`config.mk`:
```
export PLATFORM = sky130hd
export DESIGN_NAME = rsb_unit
export DESIGN_NICKNAME = d
export VERILOG_FILES = /design/src/rtl/rsb_pkg.sv /design/src/rtl/rsb_shift_core.sv /design/src/rtl/rsb_bit_core.sv /design/src/rtl/rsb_flag_gen.sv /design/src/rtl/rsb_unit.sv
export SDC_FILE = /design/constraint.sdc
export NUM_CORES = 1
export LEC_CHECK = 0
export BUFFER_PORTS_ARGS = -buffer_cell sky130_fd_sc_hd__buf_2
export CAP_MARGIN = 15
export CORE_UTILIZATION = 48
export DETAILED_ROUTE_END_ITERATION = 10
export GPL_TIMING_DRIVEN = 0
export HOLD_SLACK_MARGIN = 0.12
export PLACE_DENSITY = 0.84
export SLEW_MARGIN = 10
export SYNTH_ARGS = -nofsm -noshare
export SYNTH_HDL_FRONTEND = slang
export SYNTH_SLANG_ARGS = --single-unit
```
`constraint.sdc`:
```
create_clock -name clk -period 2.5 [get_ports clk]
set_clock_uncertainty 0.1 [all_clocks]
set_input_delay 0.375 -clock clk [delete_from_list [all_inputs] [get_ports clk]]
set_output_delay 0.375 -clock clk [all_outputs]
set_load 0.02 [all_outputs]
```
`src/rtl/rsb_pkg.sv`:
```
// Package: operation codes, flag bit positions and the operation
// classifier shared by the unit, its submodules and its checker.
package rsb_pkg;

    // Flag byte layout; the surrounding core decodes these positions.
    localparam int FLAG_W = 8;
    localparam int F_S = 7;
    localparam int F_Z = 6;
    localparam int F_H = 4;
    localparam int F_P = 2;
    localparam int F_N = 1;
    localparam int F_C = 0;

    localparam int OP_W = 4;

    typedef enum logic [OP_W-1:0] {
        OP_RLC  = 4'd0,
        OP_RRC  = 4'd1,
        OP_RL   = 4'd2,
        OP_RR   = 4'd3,
        OP_SLA  = 4'd4,
        OP_SRA  = 4'd5,
        OP_SLS  = 4'd6,
        OP_SRL  = 4'd7,
        OP_RLCA = 4'd8,
        OP_RRCA = 4'd9,
        OP_RLA  = 4'd10,
        OP_RRA  = 4'd11,
        OP_BTST = 4'd12,
        OP_BSET = 4'd13,
        OP_BCLR = 4'd14,
        OP_NOP  = 4'd15
    } rsb_op_e;

    // Flag update class of each operation.
    typedef enum logic [1:0] {
        CL_LONG  = 2'd0,
        CL_SHORT = 2'd1,
        CL_TEST  = 2'd2,
        CL_KEEP  = 2'd3
    } rsb_class_e;

    // Map an operation code onto its flag update class.
    function automatic rsb_class_e op_class(input logic [OP_W-1:0] op);
        if (op <= OP_SRL)       return CL_LONG;
        else if (op <= OP_RRA)  return CL_SHORT;
        else if (op == OP_BTST) return CL_TEST;
        else                    return CL_KEEP;
    endfunction

    // True when the operation takes its result from the bit path.
    function automatic logic uses_bit_path(input logic [OP_W-1:0] op);
        return (op >= OP_BTST);
    endfunction

endpackage

```
`src/rtl/rsb_shift_core.sv`:
```
// Rotate and shift datapath.
// Does: computes the rotated or shifted byte and the bit that leaves it.
// Assumes: DATA_W >= 2; codes outside the rotate/shift set pass the
// operand through and return the incoming carry.
module rsb_shift_core
    import rsb_pkg::*;
#(
    parameter int DATA_W = 8
) (
    input  logic [OP_W-1:0]   op,
    input  logic [DATA_W-1:0] din,
    input  logic              carry_in,
    output logic [DATA_W-1:0] dout,
    output logic              carry_out
);
    localparam int MSB = DATA_W - 1;

    // Select the shifted byte and the outgoing bit per operation.
    always_comb begin
        dout      = din;
        carry_out = carry_in;
        case (op)
            OP_RLC, OP_RLCA: begin
                dout      = {din[MSB-1:0], din[MSB]};
                carry_out = din[MSB];
            end
            OP_RRC, OP_RRCA: begin
                dout      = {din[0], din[MSB:1]};
                carry_out = din[0];
            end
            OP_RL, OP_RLA: begin
                dout      = {din[MSB-1:0], carry_in};
                carry_out = din[MSB];
            end
            OP_RR, OP_RRA: begin
                dout      = {carry_in, din[MSB:1]};
                carry_out = din[0];
            end
            OP_SLA: begin
                dout      = {din[MSB-1:0], 1'b0};
                carry_out = din[MSB];
            end
            OP_SLS: begin
                dout      = {din[MSB-1:0], 1'b1};
                carry_out = din[MSB];
            end
            OP_SRA: begin
                dout      = {din[MSB], din[MSB:1]};
                carry_out = din[0];
            end
            OP_SRL: begin
                dout      = {1'b0, din[MSB:1]};
                carry_out = din[0];
            end
            default: begin
                dout      = din;
                carry_out = carry_in;
            end
        endcase
    end
endmodule

```
`src/rtl/rsb_bit_core.sv`:
```
// Single-bit datapath.
// Does: decodes the bit index into a one-hot mask, sets or clears the
// selected bit, and reports the selected bit's value for the test.
// Assumes: bit_sel is always below DATA_W.
module rsb_bit_core
    import rsb_pkg::*;
#(
    parameter int DATA_W = 8,
    localparam int IDX_W = $clog2(DATA_W)
) (
    input  logic [OP_W-1:0]   op,
    input  logic [IDX_W-1:0]  bit_sel,
    input  logic [DATA_W-1:0] din,
    output logic [DATA_W-1:0] dout,
    output logic              sel_bit
);
    logic [DATA_W-1:0] mask;

    // One decoder comparator per bit position.
    for (genvar g = 0; g < DATA_W; g++) begin : g_mask
        assign mask[g] = (bit_sel == IDX_W'(g));
    end

    // Apply the mask according to the operation.
    always_comb begin
        case (op)
            OP_BSET: dout = din | mask;
            OP_BCLR: dout = din & ~mask;
            default: dout = din;
        endcase
    end

    // Value of the selected bit, used by the test operation.
    assign sel_bit = |(din & mask);
endmodule

```
`src/rtl/rsb_flag_gen.sv`:
```
// Flag generator.
// Does: builds the new flag byte from the result, the outgoing carry,
// the tested bit and the incoming flags, per operation class.
// Assumes: the flag layout of rsb_pkg; bits not named there pass through.
module rsb_flag_gen
    import rsb_pkg::*;
#(
    parameter int DATA_W = 8
) (
    input  logic [OP_W-1:0]   op,
    input  logic [DATA_W-1:0] res,
    input  logic              carry_out,
    input  logic              sel_bit,
    input  logic [FLAG_W-1:0] flags_in,
    output logic [FLAG_W-1:0] flags
);
    rsb_class_e cls;
    assign cls = op_class(op);

    // Merge the computed flags over the incoming flag byte.
    always_comb begin
        flags = flags_in;
        case (cls)
            CL_LONG: begin
                flags[F_S] = res[DATA_W-1];
                flags[F_Z] = ~|res;
                flags[F_H] = 1'b0;
                flags[F_P] = ~^res;
                flags[F_N] = 1'b0;
                flags[F_C] = carry_out;
            end
            CL_SHORT: begin
                flags[F_H] = 1'b0;
                flags[F_N] = 1'b0;
                flags[F_C] = carry_out;
            end
            CL_TEST: begin
                flags[F_Z] = ~sel_bit;
                flags[F_H] = 1'b1;
                flags[F_N] = 1'b0;
            end
            default: flags = flags_in;
        endcase
    end
endmodule

```
`src/rtl/rsb_unit.sv`:
```
// Rotate, shift and single-bit unit (top).
// Does: runs the shift path and the bit path in parallel, selects one,
// generates flags, and registers result and flags for one-cycle latency.
// Assumes: synchronous active-low reset clears both output registers.
module rsb_unit
    import rsb_pkg::*;
#(
    parameter int DATA_W = 8,
    localparam int IDX_W = $clog2(DATA_W)
) (
    input  logic              clk,
    input  logic              rst_n,
    input  logic [3:0]        op_sel,
    input  logic [IDX_W-1:0]  bit_sel,
    input  logic [DATA_W-1:0] operand,
    input  logic [7:0]        flags_in,
    output logic [DATA_W-1:0] result_q,
    output logic [7:0]        flags_out
);
    logic [DATA_W-1:0] shift_res;
    logic [DATA_W-1:0] bit_res;
    logic [DATA_W-1:0] res_d;
    logic              carry_out;
    logic              sel_bit;
    logic [FLAG_W-1:0] flags_d;

    rsb_shift_core #(.DATA_W(DATA_W)) u_shift (
        .op        (op_sel),
        .din       (operand),
        .carry_in  (flags_in[F_C]),
        .dout      (shift_res),
        .carry_out (carry_out)
    );

    rsb_bit_core #(.DATA_W(DATA_W)) u_bit (
        .op      (op_sel),
        .bit_sel (bit_sel),
        .din     (operand),
        .dout    (bit_res),
        .sel_bit (sel_bit)
    );

    // Pick the datapath that owns this operation.
    assign res_d = uses_bit_path(op_sel) ? bit_res : shift_res;

    rsb_flag_gen #(.DATA_W(DATA_W)) u_flag (
        .op        (op_sel),
        .res       (res_d),
        .carry_out (carry_out),
        .sel_bit   (sel_bit),
        .flags_in  (flags_in),
        .flags     (flags_d)
    );

    // Output register with synchronous active-low reset.
    always_ff @(posedge clk) begin
        if (!rst_n) begin
            result_q  <= '0;
            flags_out <= '0;
        end else begin
            result_q  <= res_d;
            flags_out <= flags_d;
        end
    end
endmodule

```
==> Word-level counts from Yosys, hierarchy flattened <==
Cells that the tools add are included.
{ "word_totals": {"ff_bits": 16, "input_bits": 25, "output_inout_bits": 16, "word_cells": 62} }
{ "classes": {"order_cmp": 3, "eq_ne": 23, "mux": 12, "n_bitwise": 6, "reduce_logical": 15} }
{ "ops": {"columns": ["cell", "count"], "rows": [
  ["$pmux 8 s8", 1],
  ["$eq 4x4->1 const B", 7],
  ["$and 8x8->8", 2],
  ["$eq 4x3->1 const B", 4],
  ["$pmux 8 s2", 1],
  ["$reduce_or 8->1", 2],
  ["$eq 3x3->1 const B", 4],
  ["$reduce_or 6->1", 2],
  ["$reduce_or 2->1", 5],
  ["$eq 4x2->1 const B", 2],
  ["$mux 8", 1],
  ["$not 8->8", 1],
  ["$or 8x8->8", 1],
  ["$reduce_xnor 8->1", 1],
  ["$eq 3x2->1 const B", 2],
  ["$pmux 1 s2", 3],
  ["$eq 4x1->1 const B", 1],
  ["$ge 4x4->1 const B", 1],
  ["$le 4x3->1 const B", 1],
  ["$le 4x4->1 const B", 1],
  ["$logic_not 4->1", 1],
  ["$mux 1", 4],
  ["$mux 2", 2],
  ["$reduce_or 4->1", 1],
  ["7 further kinds", 8]
]} }

==> Longest topological paths before layout <==
{ "logic_depth": {"word_depth": 8, "mapped_depth": 11, "ltp_nobuf": 9} }

==> Modules after synthesis <==
From an unflattened synthesis, not the netlist that was laid out.
{ "hier_totals": {"cells_unflattened": 163, "area_unflattened_um2": 1461.4} }
{ "by_module_without_submodules": {"columns": ["mod", "instances", "cells_each", "area_each_um2", "seq_area_each_um2"], "rows": [
  ["rsb_unit", 1, 63, 713.2, 320.3],
  ["rsb_bit_core", 1, 32, 296.5, 0.0],
  ["rsb_shift_core", 1, 36, 230.2, 0.0],
  ["rsb_flag_gen", 1, 32, 221.5, 0.0]
]} }

==> Least setup slack after synthesis <==
Ideal clock, no wire load.
{ "synth_path": {"path_type": "input -> register", "startpoint": "input port bit_sel[2]", "endpoint": "register flags_out[2]", "setup_time_ns": 0.070, "arrival_ns": 2.049, "required_ns": 2.330, "slack_ns": 0.282, "cell_stages": 11, "path_buffers": 2, "cell_sequence": "buf_4 -> buf_6 -> and3_1 -> a31oi_1 -> a311oi_1 -> nor2_1 -> ha_1 -> xnor2_1 -> xnor2_1 -> nand2_1 -> a21oi_1"} }
{ "synth_between": {"elab_chain_len": 7, "word_cells_on_any_way": 15, "classes_between": "7 x eq/ne; 3 x mux; 3 x bitwise; 2 x reduce/logical"} }
{ "synth_lines": {"columns": ["element", "line_no", "rtl"], "rows": [
  ["start, declared", "rsb_unit.sv:14", "input logic [IDX_W-1:0] bit_sel,"],
  ["$eq 3x1->1 (tied with other cells)", "rsb_bit_core.sv:21", "assign mask[g] = (bit_sel == IDX_W'(g));"],
  ["$not 8->8", "rsb_bit_core.sv:28", "OP_BCLR: dout = din & ~mask;"],
  ["$and 8x8->8", "rsb_bit_core.sv:28", null],
  ["$pmux 8 s2 *", "rsb_bit_core.sv:26", "case (op)"],
  ["$mux 8 *", "rsb_unit.sv:44", "assign res_d = uses_bit_path(op_sel) ? bit_res : shift_res;"],
  ["$reduce_xnor 8->1 *", "rsb_flag_gen.sv:28", "flags[F_P] = ~^res;"],
  ["$mux 1 *", "rsb_flag_gen.sv:23", "case (cls)"],
  ["end signal, assigned", "rsb_unit.sv:62", "flags_out <= flags_d;"],
  ["end, declared", "rsb_unit.sv:18", "output logic [7:0] flags_out"]
]} }
Every way passes the cells marked *; elsewhere a longest branch is shown, timed or not.
A chain may end at the register's enable or synchronous reset.

==> Worst setup path in the final report <==
{ "layout_path": {"startpoint": "input port op_sel[1]", "endpoint": "register flags_out[2]"} }
{ "layout_between": {"elab_chain_len": 6, "word_cells_on_any_way": 31, "classes_between": "3 x order compare; 14 x eq/ne; 7 x mux; 7 x reduce/logical"} }
{ "layout_lines": {"columns": ["element", "line_no", "rtl"], "rows": [
  ["start, declared", "rsb_unit.sv:13", "input logic [3:0] op_sel,"],
  ["$eq 4x2->1 (tied with other cells)", "rsb_shift_core.sv:22", "case (op)"],
  ["$reduce_or 2->1 / $mux 1 (equally long branches)", null, null],
  ["$pmux 8 s8 / $mux 2 (equally long branches)", "rsb_shift_core.sv:22, rsb_pkg.sv:46", null],
  ["$mux 8 / $mux 2 (equally long branches)", "rsb_unit.sv:44, rsb_pkg.sv:45", null],
  ["$reduce_xnor 8->1 / $logic_not 2->1 (equally long branches)", "rsb_flag_gen.sv:28, rsb_flag_gen.sv:23", null],
  ["$mux 1 *", "rsb_flag_gen.sv:23", null]
]} }
Marked as above.

==> impl_metrics.csv <==
group,metric,value,unit
clock_tree,clkTransAtPathRegs,80,ps
clock_tree,tritoncts,"built",
clock_tree,h-tree-depth,1,
global_route,grt_overflow,0,
hold_path,hp-class,"in2reg",
hold_path,whs_path_depth,2,
timing,fin_ws,237,ps
die,pin_count,41,
clock_tree,numCtsBuffers,3,
clock_tree,clock_path_buffers,2,
logic_synthesis,async_reset_ff_frac,0,
timing,slew_viol_final,0,
setup_path,cp_max_fo,10,
power,fin_total_pwr,0.642,mW
place,gp_congestion,0.946,
die,start_util,0.505,
routing,wl_per_cell,14.0,um
setup_path,cp-start-kind,"input port",
finish,fillers,209,
logic_synthesis,ys_ff_latch,16,
timing,fin_crit,2260,ps
finish,multi_input_area,716,um^2
global_route,track_usage,0.237,
die,die_y,50.2,um
routing,vias,1190,
logic_synthesis,synth_top_cell_by_area,"dfxtp_1",
logic_synthesis,netlist_area,1120,um^2
place,io_buffers,37,
logic_synthesis,yosysTopAreaCellShare,0.287,
timing,max_freq,442,MHz
die,die_w,50.2,um
finish,drive_gt1_frac,0.301,
global_route,grt_pass1_wl,4600,um
clock_tree,post_cts_buffers,0,
finish,nets,204,
power,p_leak,0.647,nW
routing,drt_drc_violations_left,0,
outcome,status,"complete, no violations",
routing,initialDrtViolationCount,44,
power,p_per_area,472,nW/um^2
die,fp-row-count,17,
logic_synthesis,synthTopCellsByArea,"dfxtp_1, mux2i_1, nor2_1",
finish,syn_to_final_growth,21.7,%
finish,n_antenna_cell,0,
clock_tree,numClockSinks,16,
logic_synthesis,synth_edf_count,0,
timing,worst_pin_slew,373,ps
setup_path,worst-setup-path-type,"in2reg",
logic_synthesis,synth.distinct_cells,43,
global_route,grt_pass1_vias,1070,
logic_synthesis,synth.avg_cell_area,8.40,um^2
timing,rsz0062_at_grt,"false",
timing,finalSetupViolCount,0,
global_route,grt_max_degree,11,
routing,dr.pass1.iters,4,
timing,fin_setup_tns,0,ps
flow_run,drv_cap,0,
routing,drt_wl_total,2820,um
routing,ant_nets,0,
timing,final-hold-violation-count,0,
routing,avgViaCountPerCell,5.92,
clock_tree,post_cts_resized,0,
logic_synthesis,ys.warnings.count,0,
finish,finalInstanceArea,1360,um^2
logic_synthesis,yosysSeqAreaShare,0.287,
timing,post-route-period-util,0.905,
logic_synthesis,synth_cells,133,
power,vdd_drop_max,410,uV
global_route,antenna_found_initial,0,
setup_path,cp_data_arrival_time,2380,ps
clock_tree,postCtsHoldBufs,0,
clock_tree,root_buffer,"clkbuf_4",
place,dp_slack,-51.8,ps
setup_path,cp_data_required_time,2610,ps
place,dpl_cell_area,1340,um^2
finish,ff_latch_area,320,um^2
place,hpwl,2190,um
die,die_area,2520,um^2
die,core-area,2210,um^2
logic_synthesis,ys.flop_type,"dfxtp_1",
logic_synthesis,synth.net_count,162,
timing,maxSlewHeadroom,0.751,
setup_path,worst_setup_path_end_kind,"flop",
[registers in the layout (all words and copies together), names as in the netlist]
register / cells
flags_out: 8
result_q: 8
[final cells by class]
| type | count | area share |
|---|---|---|
| Multi-Input combinational cell | 102 | 0.526 |
| Clock buffer | 3 | 0.0166 |
| Timing Repair Buffer | 37 | 0.136 |
| Inverter | 5 | 0.0138 |
| Tap cell | 28 | 0.0258 |
| Buffer | 10 | 0.0460 |
| Sequential cell | 16 | 0.236 |
[cells in the mapped netlist (4+ instances only)]
cell	count
o21ai_0	6
inv_1	5
mux2i_1	9
and2_1	4
nor2_1	18
ha_1	4
a21oi_1	7
nand2_1	5
dfxtp_1	16
nand2b_1	4
buf_2	5
a31oi_1	4
[through the flow]
| step | utilization | cells | hold slack [ps] |
|---|---|---|---|
| 2_1_floorplan | - | 133 | 396 |
| 3_3_place_gp | 0.605 | 198 | 482 |
| 3_5_place_dp | 0.605 | 198 | 490 |
| 4_1_cts | 0.615 | 201 | 201 |
| 5_1_grt | 0.615 | 201 | 199 |
| 6_report | 0.615 | 201 | 200 |
[metal layers]
layer,global-route usage,share of wire,routed length (um),up-vias
li1,-,-,-,566
met1,0.273,0.40,1140,542
met2,0.409,0.49,1390,78
met3,0.0667,0.10,285,4
met4,0.0905,0.0035,10,0
met5,0,0,0,-
[report_power, final]
| part | internal [mW] | total, mW | switching, mW | leakage, nW |
|---|---|---|---|---|
| clock | 0.0560 | 0.133 | 0.0771 | 0.0138 |
| combinational | 0.0996 | 0.231 | 0.131 | 0.500 |
| sequential | 0.274 | 0.278 | 0.00404 | 0.133 |
| total | 0.429 | 0.642 | 0.212 | 0.647 |
[placed cells by master, fill, tap and decap left out, types with 4 or more instances in the layout]
| master | synthesis | final |
|---|---|---|
| and2_1 | 4 | 4 |
| a31oi_1 | 4 | 4 |
| o21ai_0 | 6 | 6 |
| nand2_1 | 5 | 5 |
| a21oi_1 | 7 | 7 |
| nor2_1 | 18 | 18 |
| mux2i_1 | 9 | 9 |
| dfxtp_1 | 16 | 16 |
| buf_2 | 5 | 42 |
| nand2b_1 | 4 | 4 |
| inv_1 | 5 | 5 |
| ha_1 | 4 | 4 |
[cell families after synthesis]
| group | count (synthesis) | synth area share |
|---|---|---|
| AND/OR/NAND/NOR | 48 | 0.232 |
| AO/OA/AOI/OAI | 36 | 0.225 |
| flip-flops | 16 | 0.287 |
| buffers and inverters | 15 | 0.0728 |
| multiplexers | 10 | 0.101 |
| XOR/XNOR | 4 | 0.0381 |
| adder cells (fa/ha/maj) | 4 | 0.0448 |
[worst max-delay path, stage by stage]
cell and delay (ps):
buf_2 80, buf_2 200, xor2_2 300, a31oi_1 120, a311oi_1 370, nor2_1 100
ha_1 310, xnor2_1 130, xnor2_1 180, nand2_1 70, a21oi_1 140
[worst paths after layout]
| path | startpoint | endpoint | slack, ps |
|---|---|---|---|
| worst max-delay path | op_sel[1] | flags_out[2]$_SDFF_PN0_ | 240 |
| worst min-delay path | flags_in[5] | flags_out[5]$_SDFF_PN0_ | 200 |
Power figures use the tool's default switching activity.
